**config.mk**
```make
export PLATFORM = sky130hd
export DESIGN_NAME = boot_press_filter
export DESIGN_NICKNAME = d
export VERILOG_FILES = /design/src/rtl/boot_press_pkg.sv /design/src/rtl/bp_line_meter.sv /design/src/rtl/bp_field_decider.sv /design/src/rtl/boot_press_filter.sv
export SDC_FILE = /design/constraint.sdc
export NUM_CORES = 1
export LEC_CHECK = 0
export CORE_MARGIN = 1
export CORE_UTILIZATION = 55
export CTS_CLUSTER_SIZE = 28
export DETAILED_ROUTE_END_ITERATION = 10
export DONT_BUFFER_PORTS = 1
export PLACE_DENSITY = 0.82
export SLEW_MARGIN = 5
export SYNTH_ARGS = -nofsm -noshare
export SYNTH_HDL_FRONTEND = slang
export SYNTH_SLANG_ARGS = --single-unit
```
**constraint.sdc**
```tcl
create_clock -name clk -period 2.8 [get_ports clk]
set_clock_uncertainty 0.15 [all_clocks]
set_input_delay 0.28 -clock clk [delete_from_list [all_inputs] [get_ports clk]]
set_output_delay 0.28 -clock clk [all_outputs]
set_load 0.005 [all_outputs]
```
**src/rtl/boot_press_pkg.sv**
```systemverilog
package boot_press_pkg;
  localparam int DUR_W = 16;
  typedef logic [DUR_W-1:0] dur_t;
  localparam dur_t DUR_SAT = '1;

  // Count one more sampled-down line; stop one past the upper limit.
  function automatic dur_t run_step(dur_t run, dur_t hi);
    return (run > hi) ? run : run + dur_t'(1);
  endfunction

  // Length to store at release: 0 if too short, all ones if too long.
  function automatic dur_t settle_len(dur_t run, dur_t lo, dur_t hi);
    if (run < lo) return '0;
    if (run > hi) return DUR_SAT;
    return run;
  endfunction

  // A stored press may boot only if it was not too long and no wait is running.
  function automatic logic boot_allowed(dur_t len, logic busy);
    return (len != DUR_SAT) && !busy;
  endfunction
endpackage

```
**src/rtl/bp_line_meter.sv**
```systemverilog
module bp_line_meter
  import boot_press_pkg::*;
#(
  parameter int MIN_LINES = 211,
  parameter int MAX_LINES = 65000
) (
  input  logic clk,
  input  logic rst_n,
  input  logic line_tick_i,
  input  logic button_i,
  input  logic consume_i,
  output logic held_o,
  output dur_t dur_o,
  output logic release_ev_o
);
  localparam dur_t LO = dur_t'(MIN_LINES);
  localparam dur_t HI = dur_t'(MAX_LINES);

  logic held_q;
  dur_t run_q;
  dur_t dur_q;

  assign release_ev_o = line_tick_i && held_q && !button_i;

  always_ff @(posedge clk) begin
    if (!rst_n) begin
      held_q <= 1'b0;
      run_q  <= '0;
      dur_q  <= '0;
    end else begin
      if (consume_i) dur_q <= '0;
      if (line_tick_i) begin
        held_q <= button_i;
        if (button_i) run_q <= run_step(run_q, HI);
        else          run_q <= '0;
      end
      if (release_ev_o) begin
        if (settle_len(run_q, LO, HI) != '0) dur_q <= settle_len(run_q, LO, HI);
      end
    end
  end

  assign held_o = held_q;
  assign dur_o  = dur_q;
endmodule

```
**src/rtl/bp_field_decider.sv**
```systemverilog
module bp_field_decider
  import boot_press_pkg::*;
#(
  parameter int WAIT_FIELDS = 90
) (
  input  logic clk,
  input  logic rst_n,
  input  logic field_tick_i,
  input  logic held_i,
  input  dur_t dur_i,
  output logic consume_o,
  output logic expire_o,
  output logic boot_o,
  output logic wait_busy_o,
  output logic armed_o
);
  localparam int WAIT_W = $clog2(WAIT_FIELDS + 1);
  localparam logic [WAIT_W-1:0] WAIT_LOAD = WAIT_W'(WAIT_FIELDS);

  logic [WAIT_W-1:0] cnt_q;
  logic              act_q;
  logic              boot_q;
  logic              step;

  assign step      = field_tick_i && !held_i;
  assign consume_o = step && (dur_i != '0);
  assign expire_o  = step && (dur_i == '0) && (cnt_q == WAIT_W'(1));

  always_ff @(posedge clk) begin
    if (!rst_n) begin
      cnt_q  <= '0;
      act_q  <= 1'b0;
      boot_q <= 1'b0;
    end else begin
      boot_q <= expire_o && act_q;
      if (consume_o) begin
        cnt_q <= WAIT_LOAD;
        act_q <= boot_allowed(dur_i, cnt_q != '0);
      end else if (expire_o) begin
        cnt_q <= '0;
        act_q <= 1'b0;
      end else if (step && cnt_q != '0) begin
        cnt_q <= cnt_q - WAIT_W'(1);
      end
    end
  end

  assign boot_o      = boot_q;
  assign wait_busy_o = (cnt_q != '0);
  assign armed_o     = act_q;
endmodule

```
**src/rtl/boot_press_filter.sv**
```systemverilog
module boot_press_filter
  import boot_press_pkg::*;
#(
  parameter int MIN_LINES   = 211,
  parameter int MAX_LINES   = 65000,
  parameter int WAIT_FIELDS = 90
) (
  input  logic clk,
  input  logic rst_n,
  input  logic button_i,
  input  logic line_tick_i,
  input  logic field_tick_i,
  output logic boot_o,
  output logic wait_busy_o,
  output logic armed_o
);
  logic held_w;
  dur_t dur_w;
  logic consume_w;
  logic release_w;
  logic expire_w;

  bp_line_meter #(
    .MIN_LINES(MIN_LINES),
    .MAX_LINES(MAX_LINES)
  ) u_meter (
    .clk         (clk),
    .rst_n       (rst_n),
    .line_tick_i (line_tick_i),
    .button_i    (button_i),
    .consume_i   (consume_w),
    .held_o      (held_w),
    .dur_o       (dur_w),
    .release_ev_o(release_w)
  );

  bp_field_decider #(
    .WAIT_FIELDS(WAIT_FIELDS)
  ) u_decide (
    .clk         (clk),
    .rst_n       (rst_n),
    .field_tick_i(field_tick_i),
    .held_i      (held_w),
    .dur_i       (dur_w),
    .consume_o   (consume_w),
    .expire_o    (expire_w),
    .boot_o      (boot_o),
    .wait_busy_o (wait_busy_o),
    .armed_o     (armed_o)
  );
endmodule

```
* Word level (Yosys, flattened, before mapping) *
Index checks and enable logic that the tools add are counted.

cells by class
  add/subtract/negate cells = 2
  $lt $le $gt $ge = 2
  eq/ne operators = 3
  mux-type cells = 32
  bitwise gates (word level) = 1
  reduce and logical (&&, ||, !) cells = 20

operators by type and width
  kind                                                 count
  two-way mux 16 bit                                   13
  nonzero test 16 bit                                  2
  two-way mux 7 bit                                    3
  adder 16 x 1 -> 16 bit, second input constant        1
  > comparator 16 bit, second input constant           1
  zero test 16 bit                                     1
  < comparator 16 x 8 -> 1 bit, second input constant  1
  two-way mux 1 bit                                    16
  != test 16 bit, second input constant                1
  logical AND 1 bit                                    9
  equality test 7 x 1 -> 1 bit, second input constant  1
  nonzero test 7 bit                                   1
  subtractor 7 x 1 -> 7 bit, second input constant     1
  zero test 1 bit                                      3
  nonzero test 3 bit                                   1
  OR reduction 3 bit                                   1
  != test 2 bit, second input constant                 1
  AND reduction 2 bit                                  1
  nonzero test 2 bit                                   1
  NOT 1 bit                                            1

word-level totals
  register bits = 42
  bits of input ports = 5
  output and inout bits = 3

* Logic depth before layout (Yosys ltp) *
Gate-level depths: netlist (run 1).

  word-level depth = 23
  gate-level depth with buffers = 6

* Modules after synthesis *
Synthesis (run 1) repeated with hierarchy kept, for this count alone.

second synthesis, totals
  cell total of the unflattened synthesis = 254
  area, all modules = 2,248.4 um2

modules (own cells, without submodules)
  module            instances  cells each  area each (um2)  seq. area each (um2)
  bp_line_meter     1          186         1,679.1          660.6
  bp_field_decider  1          68          569.3            180.2

* Worst setup path before layout (run 1) *
Ideal clock, no wire load.

  kind = reg-to-reg
  start = reg u_meter.dur_q[1], in the netlist u_meter.dur_o[1]
  end = reg u_meter.dur_q[12], in the netlist u_meter.dur_o[12]
  data arrival time = 1.815 ns
  required time = 2.574 ns
  path slack = 0.758 ns
  cell stages (with the launch flop) = 6
  buffers on the path = 1
  period minus slack after synthesis = 2.042 ns
  path through = dfxtp_1 -> or4_4 -> o41ai_4 -> o21ai_2 -> buf_6 -> o22ai_2

between the ends
  word-level cells in the longest chain between the ends = 5

ends and longest elaborated chain
  item                      RTL line                text
  start: declaration        bp_line_meter.sv:21     dur_t dur_q;
  start signal: assignment  bp_line_meter.sv:38     if (settle_len(run_q, LO, HI) != '0) dur_q <= settle_len(run_q, LO, HI);
  nonzero test 16 bit *     bp_field_decider.sv:26  assign consume_o = step && (dur_i != '0);
  logical AND 1 bit *       bp_field_decider.sv:26
  two-way mux 16 bit *      bp_line_meter.sv:31     if (consume_i) dur_q <= '0;
  two-way mux 16 bit        bp_line_meter.sv:38
  two-way mux 16 bit *      bp_line_meter.sv:37     if (release_ev_o) begin

Mark *: on every way between the ends. The rest lies on a longest branch, timed or not.
A chain may end at the register's enable or synchronous reset.

* Final worst setup path (run 1) *
  start = reg u_meter.dur_q[1], in the netlist u_meter.dur_o[1]
  end = reg u_meter.dur_q[10], in the netlist u_meter.dur_o[10]

Same word-level chain as after synthesis.

==> results.sh, run 1 <==
export IMPL_relSlewSlack=0.5521
export IMPL_avgSynthCellArea_um2=8.237
export IMPL_cp_max_fo=13
export IMPL_grt_pass1_vias=1939
export IMPL_period_minus_slack_ns=2.303
export IMPL_core_area_mm2=0.003971
export IMPL_dr_pass1_iters=4
export IMPL_cts_htree_levels=2
export IMPL_antenna_found_initial=0
export IMPL_arrival_ns=2.37
export IMPL_n_antenna_cell=0
export IMPL_start_kind="register"
export IMPL_postCtsSetupRepairBufs=0
export IMPL_area_growth_pct=7.375
export IMPL_hold_class="primary input to register"
export IMPL_maxClockFrequency_mhz=434.1
export IMPL_synth_flop_cell="dfxtp_1"
export IMPL_max_stage_delay_ns=0.62
export IMPL_status="finished clean"
export IMPL_numCtsBuffers=5
export IMPL_drc=0
export IMPL_period_share=0.8226
export IMPL_synth_ff_latch_count=42
export IMPL_peakVddDrop_uv=342.9
export IMPL_design_die_area_mm2=0.004394
export IMPL_drive_gt1_frac=0.06159
export IMPL_ys_top_cells_by_area="dfxtp_1 (37%), nand2_1 (6.3%), a31oi_1 (3.0%), or4_1 (3.0%), nand4_1 (2.8%)"
export IMPL_cp_end_kind="register"
export IMPL_clock_sinks=42
export IMPL_final_area_mm2=0.002441
export IMPL_grt_remaining_overflow=0
export IMPL_postSynthCellCount=276
export IMPL_clk_latency_ns=0.30
export IMPL_dp_slack_ns=0.5104
export IMPL_place_congestion=0.9593
export IMPL_avgViaCountPerCell=6.712
export IMPL_syn_area_mm2=0.002273
export IMPL_synth_top_area_share=0.3698
export IMPL_synth_distinct_cells=47
export IMPL_syn_nets=285
export IMPL_final_nets=284
export IMPL_cp_required_ns=2.86
export IMPL_setup_slack_ns=0.4966
export IMPL_tns_ns=0
export IMPL_crit_family="compound AO/OA/AOI/OAI gates"
export IMPL_wl_per_cell_um=17.10
export IMPL_yosys_area_top_type="dfxtp_1"
export IMPL_p_leak_nw=0.7595
export IMPL_worstPathCellList="or4_4 > o41ai_4 > o21ai_2 > o22ai_1"
export IMPL_hold_viol_final=0
export IMPL_row_count=23
export IMPL_drv_slew=0
export IMPL_track_usage=0.2725
export IMPL_n_fill_cell=346
export IMPL_ctsLongestPathBuffers=2
export IMPL_cts_tree="yes"
export IMPL_cap_viol_max_count=0
export IMPL_synth_edf_count=0
export IMPL_path_clk_slew_ns=0.09
export IMPL_dpl_instance_area_mm2=0.002282
export IMPL_yosysSeqAreaShare=0.3698
export IMPL_yosys_warnings=0
export IMPL_grt_max_degree=20
export IMPL_start_util=0.5725
export IMPL_setup_viol=0
export IMPL_cp_buffers_inverters=0
export IMPL_route_vias_total=2188
export IMPL_p_per_area_mw_per_mm2=541.8
export IMPL_die_w_um=66.29
export IMPL_ant_nets=0
export IMPL_grt_pass1_wl_um=9142
export IMPL_ios=8
export IMPL_path_class="register to register"
export IMPL_die_h_um=66.29
export IMPL_rsz0062_at_grt="no"
export IMPL_wl_um=5575
export IMPL_postSynth_asyncResetShare=0
export IMPL_drtIter0Drc=144
export IMPL_dpl_hpwl_um=3688
export IMPL_worstMarginPinSlew_ns=0.6674
export IMPL_io_buffers=0
export IMPL_cpMaxStageDelayCell="o41ai_4"
export IMPL_cts_root_buf="clkbuf_8"
==> stage by stage <==
step	util	power, mW	hold WS (ns)	instances
after floorplan	-	0.8068	0.2458	276
after global placement	0.5747	0.8388	0.2523	313
after detailed placement	0.5747	0.8437	0.2535	313
after CTS	0.6147	1.323	0.001738	326
after global routing	0.6147	1.380	0.005932	326
final	0.6147	1.323	0.01038	326
==> metal layers <==
metal  wire (um)  track usage  share of wire  vias to the layer above
li1            -            -              -                     1064
met1        2481       0.3518           0.45                     1047
met2        2697       0.4362           0.48                       66
met3         270      0.05517          0.048                       11
met4         125       0.1170          0.022                        0
met5           0            0              0                        -
==> where the power goes <==
| part | internal, mW | switching (mW) | leakage (nW) | total, mW |
|---|---|---|---|---|
| registers | 0.619 | 0.0337 | 0.339 | 0.653 |
| logic | 0.0779 | 0.115 | 0.362 | 0.192 |
| clock network | 0.263 | 0.215 | 0.0579 | 0.478 |
| total | 0.959 | 0.363 | 0.759 | 1.32 |
==> worst register-to-register path: stages (launching register included) <==
cell and delay [ns]:
dfxtp_1 0.34, or4_4 0.56, o41ai_4 0.63, o21ai_2 0.31, o22ai_1 0.24
==> logic make-up (layout without fill, tap and decap cells) <==
logic type | count (synthesis) | count (layout) | synth area share
flops | 42 | 42 | 0.3698
compound gates | 79 | 79 | 0.2576
mux | 5 | 5 | 0.02202
fa+ha+maj | 4 | 4 | 0.02202
simple gates | 119 | 119 | 0.2779
buf+inv | 26 | 26 | 0.04678
xor+xnor | 1 | 1 | 0.003853
==> sequential cells by signal (all words and copies together), names as in the netlist <==
name	count
u_decide.armed_o	1
u_decide.boot_o	1
u_decide.cnt_q	7
u_meter.dur_o	16
u_meter.held_o	1
u_meter.run_q	16
==> cells in the mapped netlist (all sizes together) (4+ instances only) <==
cell type	instances
nor4	6
o22ai	9
o32ai	5
mux2i	5
ha	4
or4	11
a21oi	12
o31ai	8
o211ai	7
clkbuf	11
nor3	4
inv	11
nand4	10
a211oi	4
nand2	38
dfxtp	42
nand3	12
a31oi	11
o21ai	8
or3	10
nor2	12
==> repair_timing <==
| action | in CTS | in global routing |
|---|---|---|
| resized for setup | 0 | 0 |
| hold buffers | 5 | 0 |
| hold endpoints to repair | 15 | 0 |
==> cell type report <==
type	count	area (um^2)	share of cell area
sequential	42	840.8	0.3444
clock inverter	3	40.04	0.01640
multi-input combinational	208	1326	0.5433
tap	50	62.56	0.02563
inverter	12	45.04	0.01845
clock buffer	5	68.82	0.02819
timing repair buffer	6	57.56	0.02358
==> path summary, 6_finish.rpt <==
kind / from / endpoint / slack [ns] / depth (start not counted)
setup / recovery: u_meter.dur_o[1] / u_meter.dur_o[10] / 0.50 / 4
hold / removal: rst_n / u_meter.dur_o[1] / 0.01 / 2
setup reg to reg: u_meter.dur_o[1] / u_meter.dur_o[10] / 0.50 / 4
hold reg to reg: u_decide.armed_o / u_decide.boot_o / 0.32 / 2
==> cell usage in the layout, fill, tap and decap left out, types with 4 or more instances in the layout <==
cell type,netlist,layout
nand3_1,12,12
clkbuf_8,0,5
o32ai_1,5,5
a211oi_1,4,4
o21ai_0,6,6
a21oi_1,12,12
or4_1,9,9
nand2_1,38,38
o211ai_1,7,7
inv_1,11,11
ha_1,4,4
nor3_1,4,4
o31ai_1,8,8
mux2i_1,5,5
o22ai_1,6,6
nor2_1,12,12
a31oi_1,11,11
dfxtp_1,42,42
dlygate4sd3_1,0,5
nand4_1,10,10
or3_1,10,10
nor4_1,6,6
(Power assumes the default switching activity.)
==> run 2, diff against run 1 <==
Clock period 2.8 ns to 2.39 ns, I/O delays scaled along.
==> run 2 against run 1 <==
Compared with the run above:
- sequential power is 17% higher
- power is 19% higher
- combinational power is 19% higher
- first-iteration DRC count is 13% higher
- design area is 1.5% higher
- fmax is 13% higher
- final cell count is 1.2% higher
- sequential cell count stayed put
- core utilization is 0.91 points higher
- non-clock buffer count is 5 higher
- largest power group unchanged
==> results.sh, run 2 (synthesis results as in run 1) <==
export IMPL_grt_pass1_wl_um=8776
export IMPL_hold_ws_ns=0.006042
export IMPL_rr_startpoint="u_meter.dur_o[1]"
export IMPL_rsz0062_at_grt="no"
export IMPL_setup_viol=0
export IMPL_arrival_ns=2.12
export IMPL_power_switching_mw=0.4214
export IMPL_p_comb_frac=0.146
export IMPL_cts_root_buf="clkbuf_8"
export IMPL_clock_sinks=42
export IMPL_design_die_area_mm2=0.004394
export IMPL_ant_nets=0
export IMPL_period_minus_slack_ns=2.034
export IMPL_p_clk_frac=0.370
export IMPL_relSlewSlack=0.4590
export IMPL_wl_per_cell_um=16.81
export IMPL_dr_pass1_iters=4
export IMPL_avgViaCountPerCell=6.670
export IMPL_dpl_hpwl_um=3841
export IMPL_die_h_um=66.29
export IMPL_worst_r2r_cell_count=5
export IMPL_start_kind="register"
export IMPL_peakVddDrop_uv=330.5
export IMPL_maxClockFrequency_mhz=491.6
export IMPL_worstMarginPinSlew_ns=0.8089
export IMPL_start_util=0.5725
export IMPL_path_clk_slew_ns=0.08
export IMPL_track_usage=0.2666
export IMPL_postCtsSetupRepairBufs=0
export IMPL_cap_viol_max_count=0
export IMPL_p_per_area_mw_per_mm2=634.8
export IMPL_hold_end="u_meter.dur_o[4]"
export IMPL_clk_latency_ns=0.30
export IMPL_die_w_um=66.29
export IMPL_grt_pass1_vias=1941
export IMPL_period_share=0.8511
export IMPL_route_vias_total=2201
export IMPL_seqPwrFrac=0.485
export IMPL_tns_ns=0
export IMPL_row_count=23
export IMPL_area_growth_pct=8.971
export IMPL_cp_startpoint="u_meter.dur_o[1]"
export IMPL_cp_end_kind="register"
export IMPL_drc=0
export IMPL_drtIter0Drc=163
export IMPL_wl_um=5548
export IMPL_r2r_end="u_decide.cnt_q[2]"
export IMPL_final_cell_mix="dfxtp_1 (42), nand2_1 (38), nand3_1 (12), a21oi_1 (12), nor2_1 (12)"
export IMPL_antenna_found_initial=0
export IMPL_ctsLongestPathBuffers=2
export IMPL_final_common_cell="dfxtp_1"
export IMPL_internal_power_mw=1.151
export IMPL_drv_slew=0
export IMPL_cp_required_ns=2.48
export IMPL_grt_remaining_overflow=0
export IMPL_path_class="register to register"
export IMPL_numCtsBuffers=5
export IMPL_grt_max_degree=25
export IMPL_ios=8
export IMPL_place_congestion=0.9967
export IMPL_cts_htree_levels=2
export IMPL_hold_class="primary input to register"
export IMPL_cp_max_fo=7
export IMPL_swShare=0.2680
export IMPL_final_nets=289
export IMPL_worstHoldStart="rst_n"
export IMPL_ff2ff_setup_slack_ns=0.36
export IMPL_status="finished clean"
export IMPL_hold_viol_final=0
export IMPL_n_fill_cell=352
export IMPL_core_area_mm2=0.003971
export IMPL_p_leak_nw=0.7859
export IMPL_cts_tree="yes"
export IMPL_drive_gt1_frac=0.08214
export IMPL_hold_depth=2
export IMPL_io_buffers=0
export IMPL_n_antenna_cell=0
## run 2: power by group through the flow
stage / Clock (mW) / Combinational, mW / Sequential [mW]
6_report: 0.581 / 0.229 / 0.762
5_1_grt: 0.616 / 0.257 / 0.768
4_1_cts: 0.591 / 0.228 / 0.760
3_5_place_dp: 0 / 0.217 / 0.778
3_3_place_gp: 0 / 0.211 / 0.778
2_1_floorplan: 0 / 0.179 / 0.767
## run 2: repair_timing
action	in CTS	in global routing
endpoints found under the hold margin	21	0
resized for setup	0	0
hold buffers	3	0
## run 2: metrics by stage
stage / instance area [um^2] / total power [mW] / instances / setup WS [ns] / util
2_1_floorplan: 2273 / 0.9452 / 276 / 0.3484 / -
3_3_place_gp: 2335 / 0.9884 / 320 / 0.4300 / 0.5879
3_5_place_dp: 2335 / 0.9947 / 320 / 0.4070 / 0.5879
4_1_cts: 2477 / 1.579 / 330 / 0.3424 / 0.6238
5_1_grt: 2477 / 1.641 / 330 / 0.2139 / 0.6238
6_report: 2477 / 1.573 / 330 / 0.3559 / 0.6238
## run 2: critical path, cell delays in order, from the launching register on
cell	delay, ns
dfxtp_1	0.33
or4_4	0.55
o41ai_4	0.43
buf_4	0.21
nand3_1	0.12
a21oi_1	0.18
## run 2: layout make-up
class	count	area (um^2)	share of cell area
timing repair buffer	11	90.09	0.03636
multi-input combinational	208	1326	0.5354
tap	50	62.56	0.02525
inverter	12	45.04	0.01818
clock buffer	6	82.58	0.03333
clock inverter	1	30.03	0.01212
sequential	42	840.8	0.3394
## run 2: how the worst max path moves through the flow
stage	slack (ns)	end
final	0.36	u_decide.cnt_q[2]
after global routing	0.21	u_meter.dur_o[3]
after CTS	0.34	u_decide.cnt_q[2]
after detailed placement	0.41	u_meter.dur_o[10]
after global placement	0.43	u_decide.cnt_q[2]
after floorplan	0.35	u_meter.dur_o[12]
## run 2: routing by layer
layer	global-route usage	share of wire
met4	0.1463	0.035
met1	0.3393	0.44
met2	0.4260	0.47
met5	0	0
met3	0.04310	0.058
